### src/rtl/e1_slot_packer.sv
module e1_slot_packer #(
  parameter int SLOTS   = 32,
  parameter int PAYLOAD = 47
) (
  input  logic                             clk,
  input  logic                             rst_n,
  input  logic [SLOTS-1:0]                 slot_mask,
  input  logic [$clog2(PAYLOAD+2)-1:0]     fill_limit,
  input  logic                             flush_req,
  input  logic                             in_valid,
  output logic                             in_ready,
  input  logic [7:0]                       in_data,
  input  logic                             in_sof,
  output logic                             out_valid,
  input  logic                             out_ready,
  output logic [7:0]                       out_data,
  output logic                             out_last
);
  localparam int SW = $clog2(SLOTS);
  localparam int IW = $clog2(PAYLOAD + 2);
  localparam logic [IW-1:0] FULL = IW'(PAYLOAD);

  logic [SW-1:0] slot_q;
  logic [IW-1:0] cnt_q, idx_q;
  logic          emit_q;
  logic [2:0]    seq_q;
  logic [7:0]    pay_q [PAYLOAD];

  function automatic logic [2:0] crc3(input logic [3:0] d);
    logic [2:0] r;
    logic       fb;
    r = '0;
    for (int i = 3; i >= 0; i--) begin
      fb = d[i] ^ r[2];
      r  = {r[1], r[0] ^ fb, fb};
    end
    return r;
  endfunction

  logic [SW-1:0] cur_slot;
  logic          take, keep, fire;
  logic [IW-1:0] cnt_nx, lim;
  logic [3:0]    hdr_hi;
  logic [6:0]    hdr_7;

  assign take     = in_valid && in_ready;
  assign cur_slot = in_sof ? '0 : slot_q;
  assign keep     = take && slot_mask[cur_slot] && (cur_slot != '0);
  assign cnt_nx   = cnt_q + IW'(keep);
  assign lim      = (fill_limit == '0 || fill_limit > FULL) ? FULL : fill_limit;
  assign fire     = !emit_q && ((cnt_nx == lim) || (flush_req && cnt_nx != '0));

  assign hdr_hi   = {~seq_q[0], seq_q};
  assign hdr_7    = {hdr_hi, crc3(hdr_hi)};

  assign in_ready  = !emit_q;
  assign out_valid = emit_q;
  assign out_last  = emit_q && (idx_q == FULL);
  assign out_data  = (idx_q == '0)   ? {hdr_7, ^hdr_7} :
                     (idx_q <= cnt_q) ? pay_q[idx_q - 1'b1] : 8'hFF;

  always_ff @(posedge clk) begin
    if (!rst_n) begin
      slot_q <= '0;
      cnt_q  <= '0;
      idx_q  <= '0;
      emit_q <= 1'b0;
      seq_q  <= '0;
    end else begin
      if (take)
        slot_q <= (cur_slot == SW'(SLOTS - 1)) ? '0 : cur_slot + 1'b1;
      if (!emit_q) begin
        cnt_q <= cnt_nx;
        if (fire) begin
          emit_q <= 1'b1;
          idx_q  <= '0;
        end
      end else if (out_ready) begin
        if (idx_q == FULL) begin
          emit_q <= 1'b0;
          cnt_q  <= '0;
          seq_q  <= seq_q + 3'd1;
        end else begin
          idx_q <= idx_q + 1'b1;
        end
      end
    end
  end

  always_ff @(posedge clk)
    if (keep) pay_q[cnt_q] <= in_data;

  p_ts0_skip_r2: assert property (@(posedge clk) disable iff (!rst_n)
    (take && in_sof) |=> (cnt_q == $past(cnt_q)));

  p_cnt_bound_r8: assert property (@(posedge clk) disable iff (!rst_n)
    cnt_q <= FULL);

  p_hdr_parity_r5: assert property (@(posedge clk) disable iff (!rst_n)
    (out_valid && idx_q == '0) |-> (^out_data == 1'b0));

  p_csi_r6: assert property (@(posedge clk) disable iff (!rst_n)
    (out_valid && idx_q == '0) |-> (out_data[7] != out_data[4]));

  p_seq_step_r7: assert property (@(posedge clk) disable iff (!rst_n)
    (out_valid && out_ready && out_last) |=> (seq_q == $past(seq_q) + 3'd1));

  p_hold_r11: assert property (@(posedge clk) disable iff (!rst_n)
    (out_valid && !out_ready) |=> (out_valid && $stable(out_data)));
endmodule

### config.mk
export PLATFORM = sky130hd
export DESIGN_NAME = e1_slot_packer
export DESIGN_NICKNAME = d
export VERILOG_FILES = /design/src/rtl/e1_slot_packer.sv
export SDC_FILE = /design/constraint.sdc
export NUM_CORES = 1
export LEC_CHECK = 0
export ABC_AREA = 1
export BUFFER_PORTS_ARGS = -buffer_cell sky130_fd_sc_hd__buf_2
export CAP_MARGIN = 20
export CELL_PAD_IN_SITES_DETAIL_PLACEMENT = 2
export CELL_PAD_IN_SITES_GLOBAL_PLACEMENT = 2
export CORE_MARGIN = 2
export CORE_UTILIZATION = 27
export DETAILED_ROUTE_END_ITERATION = 6
export PLACE_DENSITY = 0.6
export SYNTH_ARGS = -nofsm -noshare
export SYNTH_HDL_FRONTEND = slang
export SYNTH_SLANG_ARGS = --single-unit
### constraint.sdc
create_clock -name clk -period 3.3 [get_ports clk]
set_input_delay 0.66 -clock clk [delete_from_list [all_inputs] [get_ports clk]]
set_output_delay 0.66 -clock clk [all_outputs]
set_load 0.02 [all_outputs]
# == Word-level counts from Yosys, hierarchy flattened ==
# Memories as Yosys holds them, arrays and structs flattened.
# Cells that the tools add are included.
# word_totals
regBits,21
ramBits,376
input_bits,52
output_inout_bits,11
elab_cells,64
n_memories,1
# classes
add_sub_neg,5
order_cmp,3
n_eq_ne,6
n_mux,20
n_bitwise,6
n_reduce_logical,18
# mem_list
memory,words,width,read_ports,rd_ports_with_merged_regs,write_ports,line_no,rtl
pay_q,47,8,1,0,1,27,logic [7:0] pay_q [PAYLOAD];
# op_table
operator,n
6-bit two-way mux,8
8-bit two-way mux,2
6-bit logical NOT,2
5-bit two-way mux,2
1-bit two-way mux,7
7-bit XOR reduction,1
6-bit by 1-bit adder with 6-bit output,1
6-bit by 1-bit adder with 6-bit output (second input constant),1
6-bit equality test,1
6-bit equality test (second input constant),1
6-bit greater-than comparator (second input constant),1
6-bit less-or-equal comparator,1
1-bit logical AND,6
5-bit by 6-bit less-than comparator with 1-bit output (second input constant),1
3-bit AND reduction,2
6-bit nonzero test,1
6-bit by 1-bit subtractor with 6-bit output (second input constant),1
5-bit by 1-bit adder with 5-bit output (second input constant),1
1-bit binary-select mux with 5-bit select,1
5-bit equality test (second input constant),1
5-bit nonzero test,1
1-bit bitwise XOR,5
2-bit != test (second input constant),2
3-bit by 1-bit adder with 3-bit output (second input constant),1
other kinds (6),7

# == Logic depth before layout (Yosys ltp) ==
# logic_depth
ltp_word,12
ltp_mapped,25
depth_no_buf,24

# == Worst setup path before layout ==
# Ideal clock, no wire load.
# synth_timing
path_type,register to output
from,register idx_q[0]
to,output out_data[6]
t_arrival_ns,2.412
path_slack_ns,0.228
path_stages_with_launch,14
cell_sequence,dfxtp_1 > buf_4 > inv_4 > buf_4 > buf_2 > ha_1 > inv_2 > clkbuf_1 > o21ai_0 > o221ai_1 > o211ai_1 > nand3_1 > nand3_1 > a21oi_1
# synth_between
elab_chain_cells,4
elab_cells_between_ends,6
# synth_rtl
item,line_no,rtl
start: declaration,24,"logic [IW-1:0] cnt_q, idx_q;"
start signal: assignment,84,idx_q <= idx_q + 1'b1;
6-bit by 1-bit subtractor with 6-bit output,60,(idx_q <= cnt_q) ? pay_q[idx_q - 1'b1] : 8'hFF;
memory read 47 x 8 bit,--,
8-bit two-way mux,60,
8-bit two-way mux *,59,"assign out_data = (idx_q == '0) ? {hdr_7, ^hdr_7} :"
end: declaration,16,"output logic [7:0] out_data,"
# Mark *: on every way between the ends. The rest lies on a longest branch, timed or not.

# == Final worst setup path ==
# layout_timing
from,register idx_q[0]
to,output out_data[4]
# The elaborated chain is that of the path after synthesis.

==> flow_summary.yaml <==
run_status:
  run_status: "finished, violations left"
  violations: "setup timing"
logic_synthesis:
  yosysMostFrequentCell: "sky130_fd_sc_hd__edfxtp_1"
  yosysSeqAreaShare: 0.681
  synth_enable_flop_cells: 376
  synthesis.area_per_instance_um2: 11.7
  total_of_flip_flops_plus_latches_after_synthesis: 397
  synthDominantAreaCellType: "sky130_fd_sc_hd__edfxtp_1"
  post_synthesis_cell_area_mm2: 0.0172
  yosysTopAreaCellShare: 0.656
  syn-num-nets: 1533
  synthTopCellsByArea: "sky130_fd_sc_hd__edfxtp_1, sky130_fd_sc_hd__nor2_1, sky130_fd_sc_hd__o21ai_0"
  post_synth_cell_types: 37
  synth-main-ff-cell: "sky130_fd_sc_hd__edfxtp_1"
  proportion_of_synthesized_flip_flops_having_asynchronous_set_or_reset: 0
  synth_warnings: 0
  netlist_instances: 1465
  synthTopCellsByCount: "sky130_fd_sc_hd__edfxtp_1, sky130_fd_sc_hd__nor2_1, sky130_fd_sc_hd__o21ai_0, sky130_fd_sc_hd__nand2_1, sky130_fd_sc_hd__o211ai_1"
die:
  floorplan.rows: 92
  placeableCoreArea_mm2: 0.0631
  die_area_mm2: 0.0658
  initial_util: 0.273
  die_width_um: 256
  i_o_pin_total: 63
  dieHeight_um: 256
power:
  power.switching_mw: 2.73
  p_per_area_mw_per_mm2: 535
  power_frac_clock: 0.424
  internal_power_mw: 8.58
  switching_share: 0.242
  cellLeakagePower_nw: 7.16
  max-vdd-ir-drop_v: 0.000301
  portion_of_total_power_attributed_to_combinational_logic: 0.087
  pwr-share-seq: 0.489
timing:
  timing_hold_violations_final: 0
  finalMaxSlewViolations: 0
  grt_setup_unrepaired: "yes"
  timing.final.crit_period_ns: 3.65
  accumulated_negative_setup_slack_ns: -2.55
  relSlewSlack: 0.302
  setup_slack_after_layout_ns: -0.354
  post-route-period-util: 1.11
  achievable-frequency_ghz: 0.274
  tightestPinTransition_ns: 1.05
  skew_ns: 0.0236
  hold-worst-slack_ns: 0.418
  finalSetupViolations: 8
routing:
  postRouteAntennaNets: 0
  drt-initial-drc-count: 722
  met1_length_um: 26400
  met3RoutedLength_um: 1710
  avgRoutedWirePerCell_um: 22.5
  post-route-drc-count: 0
  dr.pass1.iters: 5
  routed_wirelength_um: 56300
  vias: 12300
  routed-wl-met2_um: 27100
  top_layer: "met4"
  avgViaCountPerCell: 4.90
worst_setup_path:
  ff2ff_path_depth: 19
  path_delay_family: "buffers and inverters"
  r2r_end: "idx_q[4]$_SDFFE_PN0P_"
  critical_path_cell_by_cell: "inv_6, ha_4, buf_12, buf_4, buf_16, o21ai_0, o22ai_1, o211ai_1, nand3_1, nand3_2, a21oi_2, buf_4, buf_4"
  start_kind: "flop"
  setup.reg_to_reg.worst_slack_ns: 0.43
  cp_common_cell: "sky130_fd_sc_hd__buf_4"
  worstPathBufferInverterCount: 6
  worst_setup_path_type: "flop to output pin"
  timing.critical_path.arrival_ns: 2.99
  critPathRequiredTime_ns: 2.64
  timing.critical_path.slowest_cell_delay_ns: 0.37
  crit_slowest_cell: "sky130_fd_sc_hd__dfxtp_4"
  endpoint_kind: "output pin"
  timing.critical_path.fanout_max: 12
  crit_reg_reg_startpoint: "slot_q[1]$_SDFFE_PN0P_"
place:
  detailedPlacementHpwl_um: 35200
  routabilityCongestion: 0.789
  placed_cells: 2403
  place.port_buffers: 62
clocking:
  clk_path_buf_depth: 3
  clock_insertion_delay_worst_skew_ns: 0.59
  clock_sink_total: 397
  cts-root-buf: "sky130_fd_sc_hd__clkbuf_16"
  cts_max_level: 2
  cts_buffers: 45
  clock_tree_from_tritoncts: "done"
  path_clk_slew_ns: 0.06
worst_hold_path:
  hp-start: "rst_n"
  capture_endpoint_of_the_worst_hold_path: "slot_q[4]$_SDFFE_PN0P_"
  worstHoldPathCells: 3
  worstHoldPathType: "primary input to flop"
finish:
  area_growth_pct: 22.8
  count_of_non_filler_cells_in_the_finished_layout: 2504
  final.fill_count: 6746
  finalNetCount: 1691
  share_of_post_route_cells_with_drive_strength_above_1: 0.195
global_routing:
  global_routing_usage_summed_across_all_routing_layers: 0.171
  grt_max_degree: 73
  via_count_of_the_first_global_routing_pass: 13300
  antenna_found_initial: 0
  grt_remaining_overflow: 0
  grt_first_pass_wirelength_um: 84900
job:
  cap_violations: 0
-- sequential cells by signal, summed over array words and instances, names as in the netlist --
| name | count |
|---|---|
| cnt_q | 6 |
| slot_q | 5 |
| idx_q | 6 |
| seq_q | 3 |
| pay_q | 376 |
| out_valid | 1 |
-- cells in the final DEF, fill, tap and decap left out, types with 3 or more instances in the layout --
cell and instances:
sky130_fd_sc_hd__edfxtp_1 376, sky130_fd_sc_hd__nor2_1 320, sky130_fd_sc_hd__o21ai_0 176, sky130_fd_sc_hd__buf_4 101
sky130_fd_sc_hd__nand2_1 93, sky130_fd_sc_hd__o211ai_1 90, sky130_fd_sc_hd__buf_2 54, sky130_fd_sc_hd__nand3_1 52
sky130_fd_sc_hd__clkbuf_16 46, sky130_fd_sc_hd__inv_1 45, sky130_fd_sc_hd__o22ai_1 37, sky130_fd_sc_hd__a21oi_1 37
sky130_fd_sc_hd__o21ai_1 27, sky130_fd_sc_hd__buf_12 22, sky130_fd_sc_hd__dfxtp_1 16, sky130_fd_sc_hd__ha_1 14
sky130_fd_sc_hd__buf_6 13, sky130_fd_sc_hd__clkinv_1 12, sky130_fd_sc_hd__nand3_2 10, sky130_fd_sc_hd__nand3_4 10
sky130_fd_sc_hd__clkbuf_1 10, sky130_fd_sc_hd__o221ai_1 9, sky130_fd_sc_hd__a21oi_2 8, sky130_fd_sc_hd__nand4_1 8
sky130_fd_sc_hd__nand2_2 8, sky130_fd_sc_hd__nor3_1 7, sky130_fd_sc_hd__clkinv_2 6, sky130_fd_sc_hd__o22ai_2 5
sky130_fd_sc_hd__buf_16 4, sky130_fd_sc_hd__dfxtp_2 4, sky130_fd_sc_hd__inv_2 3, sky130_fd_sc_hd__nor2_2 3
sky130_fd_sc_hd__inv_6 3, sky130_fd_sc_hd__clkinvlp_4 3
-- cells by family (layout without fill, tap and decap cells) --
kind of cell | count (synthesis) | count (layout) | share of synthesized area
AO/OA/AOI/OAI | 394 | 394 | 0.133
other | 0 | 1 | 0
AND/OR/NAND/NOR | 515 | 515 | 0.130
adder cells (fa/ha/maj) | 16 | 16 | 0.0116
flip-flops | 397 | 397 | 0.681
XOR/XNOR | 6 | 6 | 0.00545
buffers and inverters | 137 | 329 | 0.0391
-- tightest hold or removal path, stage by stage --
cell and delay, ns:
sky130_fd_sc_hd__buf_2 0.16, sky130_fd_sc_hd__o21ai_0 0.09, sky130_fd_sc_hd__nor2_1 0.04
-- power groups by stage --
stage,clock network (mW),registers (mW),logic [mW]
CTS,4.92,5.53,0.982
global placement,0,5.64,0.880
finish,4.80,5.53,0.983
detailed placement,0,5.64,0.906
floorplan,0,5.64,0.481
global route,5.10,5.53,1.08
-- cell type report --
type                    count  area, µm²  share of cell area
clock inverters            25        199             0.00942
diodes                      1       2.50            0.000118
well taps                 846       1060              0.0501
flip-flops and latches    397      11700               0.555
inverters                  52        208             0.00983
multi-input cells         931       4980               0.236
clock buffers              56       1190              0.0563
repair buffers            196       1770              0.0839
-- worst max path at each step --
| stage | startpoint | end | slack, ns | cells past startpoint |
|---|---|---|---|---|
| finish | idx_q[0]$_SDFFE_PN0P_ | out_data[4] | -0.35 | 13 |
| global route | idx_q[0]$_SDFFE_PN0P_ | out_data[2] | -0.46 | 13 |
| CTS | idx_q[0]$_SDFFE_PN0P_ | out_data[4] | -0.38 | 14 |
| detailed placement | in_sof | idx_q[4]$_SDFFE_PN0P_ | -0.29 | 22 |
| global placement | in_sof | idx_q[1]$_SDFFE_PN0P_ | -0.15 | 22 |
| floorplan | idx_q[0]$_SDFFE_PN0P_ | out_data[6] | 0.23 | 13 |
-- metrics by stage --
stage	util	total power [mW]	worst slack, ns	area [µm²]
after floorplan	-	6.12	0.228	17200
after global placement	0.304	6.52	-0.154	19100
after detailed placement	0.304	6.55	-0.293	19100
after CTS	0.333	11.4	-0.385	21000
after global routing	0.335	11.7	-0.461	21100
final	0.335	11.3	-0.354	21100
-- metal layers --
| metal | vias up | track usage |
|---|---|---|
| li1 | 5685 | - |
| met1 | 6309 | 0.233 |
| met2 | 218 | 0.288 |
| met3 | 57 | 0.0210 |
| met4 | 0 | 0.0454 |
| met5 | - | 0 |
-- timing repair --
item                       CTS  global route
pin swaps                   46             3
hold endpoints to repair     0             0
setup endpoints to repair    8            15
gates cloned                 5             0
resized for setup           61            24
buffers inserted            11             0
hold buffers                 0             0
(Power assumes the default switching activity.)
